File: config.mk
export PLATFORM = sky130hd
export DESIGN_NAME = ref_phase_detector
export DESIGN_NICKNAME = d
export VERILOG_FILES = /design/src/rtl/ref_phase_detector.sv
export SDC_FILE = /design/constraint.sdc
export NUM_CORES = 1
export LEC_CHECK = 0
export BUFFER_PORTS_ARGS = -buffer_cell sky130_fd_sc_hd__buf_4
export CORE_MARGIN = 2
export CORE_UTILIZATION = 48
export DETAILED_ROUTE_END_ITERATION = 12
export PLACE_DENSITY = 0.64
export SYNTH_ARGS = -nofsm -noshare
export SYNTH_HDL_FRONTEND = slang
export SYNTH_SLANG_ARGS = --single-unit
export TNS_END_PERCENT = 5
File: constraint.sdc
create_clock -name clk -period 18.1 [get_ports clk]
set_input_delay 2.715 -clock clk [delete_from_list [all_inputs] [get_ports clk]]
set_output_delay 2.715 -clock clk [all_outputs]
set_load 0.02 [all_outputs]
File: src/rtl/ref_phase_detector.sv
module ref_phase_detector #(
  parameter int FCW_INT_W = 8,
  parameter int FRAC_W    = 16,
  parameter int CNT_W     = 32,
  parameter int PH_W      = 32
) (
  input  logic                        clk,
  input  logic                        rst,
  input  logic [FCW_INT_W+FRAC_W-1:0] fcw,
  input  logic [CNT_W-1:0]            edge_cnt,
  input  logic [FRAC_W-1:0]           tdc_frac,
  output logic signed [PH_W-1:0]      phase_err,
  output logic                        err_valid
);

  logic             primed;
  logic [CNT_W-1:0] cnt_q;
  logic [FRAC_W-1:0] frac_q;
  logic [PH_W-1:0]  ph_ref, ph_var, err_q;

  logic [CNT_W-1:0] cnt_step;
  logic [PH_W-1:0]  int_step, frac_step, ref_next, var_next;

  assign cnt_step  = edge_cnt - cnt_q;
  assign int_step  = PH_W'(cnt_step) << FRAC_W;
  assign frac_step = PH_W'(tdc_frac) - PH_W'(frac_q);
  assign ref_next  = ph_ref + PH_W'(fcw);
  assign var_next  = ph_var + int_step + frac_step;

  always_ff @(posedge clk) begin
    if (rst) begin
      primed    <= 1'b0;
      cnt_q     <= '0;
      frac_q    <= '0;
      ph_ref    <= '0;
      ph_var    <= '0;
      err_q     <= '0;
      err_valid <= 1'b0;
    end else begin
      primed <= 1'b1;
      cnt_q  <= edge_cnt;
      frac_q <= tdc_frac;
      if (primed) begin
        ph_ref    <= ref_next;
        ph_var    <= var_next;
        err_q     <= ref_next - var_next;
        err_valid <= 1'b1;
      end
    end
  end

  assign phase_err = err_q;


  reset_clear_chk: assert property (@(posedge clk) disable iff (rst)
    $past(rst) |-> (!err_valid && err_q == '0));


  prime_quiet_chk: assert property (@(posedge clk) disable iff (rst)
    !primed |=> (!err_valid && err_q == '0));


  valid_follow_chk: assert property (@(posedge clk) disable iff (rst)
    primed |=> err_valid);


  ref_only_chk: assert property (@(posedge clk) disable iff (rst)
    (primed && edge_cnt == $past(edge_cnt) && tdc_frac == $past(tdc_frac))
    |=> err_q == $past(err_q) + PH_W'($past(fcw)));


  step_law_chk: assert property (@(posedge clk) disable iff (rst)
    primed |=> err_q == $past(err_q) + PH_W'($past(fcw))
      - (PH_W'($past(edge_cnt) - $past(edge_cnt, 2)) << FRAC_W)
      - (PH_W'($past(tdc_frac)) - PH_W'($past(tdc_frac, 2))));

endmodule

# == Word level (Yosys, flattened, before mapping) ==
# Index checks and enable logic that the tools add are counted.
# word_totals
register_bits,130
elab_cells,14
# classes
add_sub_neg,6
mux,1
# ops
op,n
32-bit adder,2
32-bit by 24-bit adder with 32-bit output,1
32-bit subtractor,1
16-bit by 16-bit subtractor with 17-bit output,1
16-bit subtractor,1
1-bit two-way mux,1

# == Depth between registers and ports, before layout ==
# Gate-level depths: netlist of run 1.
# depth
depth_word,4
mapped_depth,37
ltp_nobuf,36

# == Worst setup path after synthesis of run 1 ==
# OpenSTA, ideal clock, no wires.
# synth_path
path_type,input to register
start,input port tdc_frac[0]
end,"register err_q[31], in the netlist phase_err[31]"
setup_ps,132
t_arrival_ps,9944
required_ps,17968
path_slack_ps,8024
path_stages,31
n_path_buf,0
cell_sequence,inv_1 > ha_1 > fa_1 > nor2b_1 > o31a_1 > o211ai_1 > a21boi_1 > a311oi_1 > o2bb2ai_1 > o21ai_1 > fa_1 > inv_1 > ha_1 > a2111oi_2 > o21ai_1 > o22ai_2 > nand2_1 > xnor2_1 > ha_1 > and4_1 > and3_1 > nand2_1 > nand3_1 > a31o_2 > maj3_2 > o211ai_1 > o21ai_1 > a31oi_1 > o21ai_1 > a2111oi_0 > o31ai_1
# synth_between
elab_chain_cells,3
# synth_rtl
element,line,text
"start, declared",11,"input logic [FRAC_W-1:0] tdc_frac,"
16-bit by 16-bit subtractor with 17-bit output,26,assign frac_step = PH_W'(tdc_frac) - PH_W'(frac_q);
32-bit adder,28,assign var_next = ph_var + int_step + frac_step;
32-bit subtractor,46,err_q <= ref_next - var_next;
"end signal, assigned",46,
"end, declared",19,"logic [PH_W-1:0] ph_ref, ph_var, err_q;"
# Every way passes these cells.
# A chain may end at the register's enable or synchronous reset.

# == Final worst setup path of run 1 ==
# layout_path
start,input port tdc_frac[1]
end,"register err_q[31], in the netlist phase_err[31]"
# The elaborated chain is that of the path after synthesis.

==> metrics.csv, run 1 <==
stage;metric;value;unit
status;outcome;finished clean;
pwr;Max IR drop VDD;102;uV
min_path;start point of the worst hold path;phase_err[4];
yosys;Synth cell types;80;
floorplanning;Die W;154;um
setup_path;r2r startpoint;frac_q[1];
detailed_routing;Vias/cell;5.39;
detailed_routing;via count;9060;
place;PortBufs;90;
setup_path;crit end category;register;
floorplanning;row count;54;
global_routing;GR Util All Layers;21.1;%
cts;clk root buf;clkbuf_16;
global_routing;global-route wire length before repair;41400;um
yosys;async set or reset register ratio after synthesis;0;%
yosys;Post-Syn Instances;1307;
layout;# diodes;0;
layout;# nets final;1610;
layout;register area;2610;um2
setup_path;Top delay family on crit path;compound AO/OA/AOI/OAI gates;
setup_path;WP buf/inv;1;
cts;CTS clk-pin slew, worst paths;0.06;ns
cts;cts hold-fix bufs;0;
global_routing;vias in the first global route;8853;
floorplanning;Initial Utilization;49.2;%
setup_path;CP required;18.40;ns
timing;Setup TNS;0;ns
yosys;post-synthesis register bit count;130;
timing;crit share post-route;55.4;%
yosys;YS warnings;0;
detailed_routing;First-pass DRT Iterations;6;
cts;TritonCTS Buffers;17;
cts;H-tree depth;4;
floorplanning;Die Height;154;um
cts;worst skew pair latency;0.43;ns
job;max-cap viol count;0;
cts;maximum clock path buffer count;2;
setup_path;crit path launch;tdc_frac[1];
yosys;Syn Std Cell Area;10800;um2
timing;actual slew at the worst max-slew pin;0.996;ns
setup_path;largest fanout on the critical path;4;
timing;RSZ-0062 raised after global routing;no;
cts;Post-CTS Resized;0;
timing;FMAX;99.7;MHz
yosys;Post-Syn Area per Cell;8.24;um2
detailed_routing;wire length per cell;14.6;um
cts;TritonCTS clock tree;done;
setup_path;Setup CP Type;input pin to register;
place;DP Wirelength;18500;um
timing;Final Hold Viols;0;
timing;Max-slew headroom;33.6;%
setup_path;most used cell, CP;o21ai_0;
layout;Syn-to-layout area delta;14.1;%
timing;max-slew violation count;0;
pwr;leakage;5.80;nW
timing;final setup fails;0;
setup_path;Crit-path slowest cell;a2111oi_0;
floorplanning;core box area;21900;um2
cts;CTS Sinks;130;
layout;fillers;2089;
yosys;Main synth FF type;dfxtp_1;
timing;minimum clock period after layout;10.03;ns
setup_path;Arr. time, crit path;10.32;ns
floorplanning;die area;23600;um2
detailed_routing;final WL;24600;um
yosys;Net Count, Synth;1528;
global_routing;pin count of the biggest net entering global routing;84;
detailed_routing;DRC errors left;0;
pwr;power per standard cell area;201;nW/um2
layout;Non-Filler Instances;1682;
yosys;Post-synth EDFFs;0;
layout;footprint of the multi-input gates;7560;um2
global_routing;initial antenna violation count;0;
min_path;Worst Hold Class;register to register;
detailed_routing;Antenna Nets Post-Route;0;
place;GP Congestion;0.894;
cts;total setup buffers inserted after CTS;0;
detailed_routing;number of DRC markers in iteration 0;334;
place;DP Cell Count;1650;
global_routing;grt total ovfl;0;
setup_path;max incr delay on CP;0.48;ns
timing;clk_skew;0.00987;ns
layout;share of cells above drive strength 1;11.8;%
setup_path;crit start category;input pin;
yosys;post-synthesis sequential area ratio;24.2;%
floorplanning;# IOs;107;
## final cells by class
cell class	count	share of cell area [%]
clock inverters	9	1.04
repair buffers	95	5.81
flip-flops and latches	130	21.2
well taps	280	2.85
multi-input cells	1027	61.6
clock buffers	23	3.89
inverters	118	3.61
## logic make-up (layout without fill, tap and decap cells)
| logic type | after synthesis | after routing | share of synthesized area, % |
|---|---|---|---|
| buf+inv | 150 | 245 | 5.64 |
| fa+ha+maj | 149 | 149 | 18.7 |
| xor+xnor | 103 | 103 | 8.38 |
| flops | 130 | 130 | 24.2 |
| mux | 54 | 54 | 5.10 |
| compound gates | 332 | 332 | 20.9 |
| simple gates | 389 | 389 | 17.1 |
## worst paths after layout
check,cells past startpoint,slack (ns),end
max,35,8.07,phase_err[31]
min,2,0.47,phase_err[4]
max reg2reg,35,10.08,phase_err[31]
min reg2reg,2,0.47,phase_err[4]
## registers in the layout, indices dropped and copies added (netlist names)
signal / cells
ph_ref: 32
cnt_q: 16
phase_err: 32
primed: 1
err_valid: 1
frac_q: 16
ph_var: 32
## synth_stat cells (all sizes together) (7+ instances only)
master,instances,area [um2]
o211ai,11,87.6
and2,12,77.6
o21ai,61,309
nor2,164,616
buf,11,53.8
dfxtp,130,2600
nand2b,14,87.6
a211oi,27,203
xnor2,62,543
a21o,37,280
fa,20,400
a21oi,85,425
nor2b,48,303
ha,127,1590
nand4,12,75.1
xor2,41,359
clkbuf,21,110
nand2,68,258
nor3,23,125
o21bai,16,120
nand3,18,100
and3,10,62.6
o21a,32,241
mux2i,47,470
inv,118,443
mux2,7,78.8
a31oi,7,43.8
## worst reg2reg max path, delay by kind of cell, from the launching register on
kind	cells	cell delay [ns]
simple gates	7	1.15
xor+xnor	1	0.29
buf+inv	1	0.05
flops	1	0.35
fa+ha+maj	5	1.45
compound gates	21	4.60
## placed cells by master (no fill, tap or decap), types with 4 or more instances in the layout
cell,netlist,routed
a211o_1,5,5
a211oi_1,27,27
a21boi_0,5,5
a21o_1,35,35
a21oi_1,85,85
a31o_2,5,5
a31oi_1,7,7
and2_1,10,10
and3_1,10,10
buf_4,1,95
clkbuf_16,0,17
dfxtp_1,130,129
fa_1,20,20
ha_1,127,127
inv_1,118,118
mux2_2,6,6
mux2i_1,47,47
nand2_1,67,67
nand2b_1,14,14
nand3_1,16,16
nand4_1,12,12
nor2_1,164,164
nor2b_1,47,47
nor3_1,21,21
o211ai_1,10,10
o21a_1,31,31
o21ai_0,54,54
o21ai_1,6,5
o21bai_1,16,16
o31ai_1,5,5
or2_2,6,6
or3_1,4,4
xnor2_1,62,62
xor2_1,41,41
## metrics by stage
stage          utilization, %  instance area [um2]  total power, mW  worst slack [ns]  hold slack (ns)
2_1_floorplan               -                10800             1.73              8.02            0.460
3_5_place_dp             53.3                11700             2.11              7.60            0.460
5_1_grt                  56.1                12300             2.70              7.17            0.481
4_1_cts                  56.1                12300             2.49              8.03            0.472
6_report                 56.1                12300             2.47              8.07            0.470
3_3_place_gp             53.3                11700             2.10              7.72            0.451
## per-layer routing
metal  share of wire (%)  wire length, um  global-route usage, %  up-vias
met2                  51            12500                   38.4      108
li1                    -                -                      -     4730
met1                  45            11000                   25.6     4197
met5                   0                0                      0        -
met3                 2.9              720                   3.49       25
met4                 1.7              416                   5.77        0
## where the power goes
part	internal, mW	total (mW)	switching (mW)
Sequential	0.351	0.380	0.0299
Clock	0.227	0.362	0.135
Combinational	0.734	1.73	0.996
Note: power is estimated with default switching activity, not from simulation.
==> run 2, diff against run 1 <==
==> constraint.sdc (replaced) <==
create_clock -name clk -period 9.6 [get_ports clk]
set_input_delay 1.44 -clock clk [delete_from_list [all_inputs] [get_ports clk]]
set_output_delay 1.44 -clock clk [all_outputs]
set_load 0.02 [all_outputs]
==> metrics.csv, run 2 (synthesis gave the netlist of run 1 again) <==
stage;metric;value;unit;change
detailed_routing;Vias/cell;5.39;;about the same
cts;H-tree depth;4;;unchanged
setup_path;crit end category;register;;
pwr;power per standard cell area;376;nW/um2;+87%
floorplanning;Die Height;154;um;unchanged
setup_path;most used cell, CP;o21ai_0;;
global_routing;initial antenna violation count;0;;unchanged
cts;cts hold-fix bufs;0;;unchanged
detailed_routing;wire length per cell;14.4;um;-1.4%
layout;commonest non-fill, non-tap cell in the layout;nor2_1;;
layout;Non-Filler Instances;1681;;-0.059%
cts;CTS clk-pin slew, worst paths;0.06;ns;about the same
cts;worst skew pair latency;0.43;ns;about the same
timing;actual slew at the worst max-slew pin;0.911;ns;-0.0850 ns
place;PortBufs;90;;unchanged
detailed_routing;number of DRC markers in iteration 0;366;;+9.6%
setup_path;Arr. time, crit path;8.95;ns;-1.37 ns
detailed_routing;via count;9053;;-0.077%
layout;# diodes;0;;unchanged
timing;max-slew violation count;0;;unchanged
timing;final setup fails;0;;unchanged
floorplanning;Initial Utilization;49.2;%;unchanged
cts;TritonCTS clock tree;done;;
timing;minimum clock period after layout;8.63;ns;
global_routing;pin count of the biggest net entering global routing;81;;-3.6%
setup_path;crit start category;input pin;;
job;max-cap viol count;0;;unchanged
timing;clk_skew;0.0123;ns;+0.00248 ns
floorplanning;# IOs;107;;unchanged
status;outcome;finished clean;;
timing;Max-slew headroom;39.3;%;+5.7 points
setup_path;Crit-path slowest cell;o41ai_2;;
detailed_routing;final WL;24300;um;-1.5%
global_routing;global-route wire length before repair;40800;um;-1.5%
cts;total setup buffers inserted after CTS;0;;unchanged
timing;Setup TNS;0;ns;unchanged
timing;Final Hold Viols;0;;unchanged
layout;Syn-to-layout area delta;13.6;%;
place;DP Cell Count;1650;;unchanged
layout;# nets final;1610;;unchanged
floorplanning;core box area;21900;um2;unchanged
layout;commonest cells after routing, fill and taps aside;nor2_1 (164), dfxtp_1 (129), ha_1 (127), inv_1 (118), buf_4 (95);;
place;DP Wirelength;18400;um;-0.40%
cts;TritonCTS Buffers;17;;unchanged
global_routing;GR Util All Layers;21.0;%;-0.088 points
layout;share of cells above drive strength 1;11.8;%;-0.063 points
setup_path;Setup CP Type;input pin to register;;
layout;fillers;2136;;+2.2%
floorplanning;Die W;154;um;unchanged
cts;maximum clock path buffer count;2;;unchanged
floorplanning;row count;54;;unchanged
min_path;Worst Hold Class;register to register;;
place;GP Congestion;0.895;;+0.10%
timing;RSZ-0062 raised after global routing;no;;
global_routing;vias in the first global route;8806;;-0.53%
cts;clk root buf;clkbuf_16;;
setup_path;max incr delay on CP;0.46;ns;-0.02 ns
cts;Post-CTS Resized;0;;unchanged
setup_path;CP required;9.92;ns;-8.48 ns
floorplanning;die area;23600;um2;unchanged
timing;FMAX;116;MHz;
global_routing;grt total ovfl;0;;unchanged
detailed_routing;DRC errors left;0;;unchanged
timing;crit share post-route;89.9;%;
pwr;Max IR drop VDD;189;uV;+86%
detailed_routing;First-pass DRT Iterations;5;;-1
detailed_routing;Antenna Nets Post-Route;0;;unchanged
setup_path;largest fanout on the critical path;6;;+2
pwr;leakage;5.77;nW;-0.42%
cts;CTS Sinks;130;;unchanged
[run 2: stage by stage]
stage	cell area, um2	power, mW	utilization [%]	setup slack (ns)	hold slack, ns
final	12200	4.60	55.9	0.970	0.471
after global routing	12200	5.04	55.9	0.228	0.483
after CTS	12200	4.64	55.9	1.01	0.473
after detailed placement	11700	3.97	53.3	0.599	0.457
after global placement	11700	3.94	53.3	0.671	0.451
after floorplan	10800	3.26	-	0.799	0.460
[run 2: routing by layer]
metal / up-vias / global-route usage, % / routed length, um
met5: - / 0 / 0
met4: 0 / 5.94 / 370
met3: 27 / 3.89 / 720
met2: 121 / 39.0 / 12600
met1: 4174 / 24.5 / 10600
li1: 4731 / - / -
[run 2: report_power, final]
group | total (mW) | internal, mW | switching (mW)
registers | 0.719 | 0.661 | 0.0576
logic | 3.24 | 1.38 | 1.86
clock network | 0.638 | 0.386 | 0.252
[run 2: final timing paths]
kind                            slack, ns             to  depth (start not counted)    startpoint
worst min register to register       0.47   phase_err[4]                          2  phase_err[4]
worst min-delay path                 0.47   phase_err[4]                          2  phase_err[4]
worst max register to register       1.70  phase_err[30]                         35     frac_q[1]
worst max-delay path                 0.97  phase_err[30]                         35   tdc_frac[1]
[run 2: area by class of cell]
cell class | instances | area [um2] | area share (%)
clock buffers | 21 | 450 | 3.68
clock inverters | 10 | 110 | 0.900
inverters | 118 | 443 | 3.62
multi-input cells | 1027 | 7560 | 61.8
flip-flops and latches | 130 | 2610 | 21.3
well taps | 280 | 350 | 2.86
repair buffers | 95 | 713 | 5.83
[run 2: critical path: cells and delay by family]
| kind | cells | cell delay [ns] |
|---|---|---|
| AOI/OAI and AO/OA | 24 | 4.78 |
| xor gates and xnor gates | 1 | 0.25 |
| adders and majority gates | 5 | 1.44 |
| buffers and inverters | 1 | 0.11 |
| muxes | 1 | 0.35 |
| and+or+nand+nor | 3 | 0.57 |
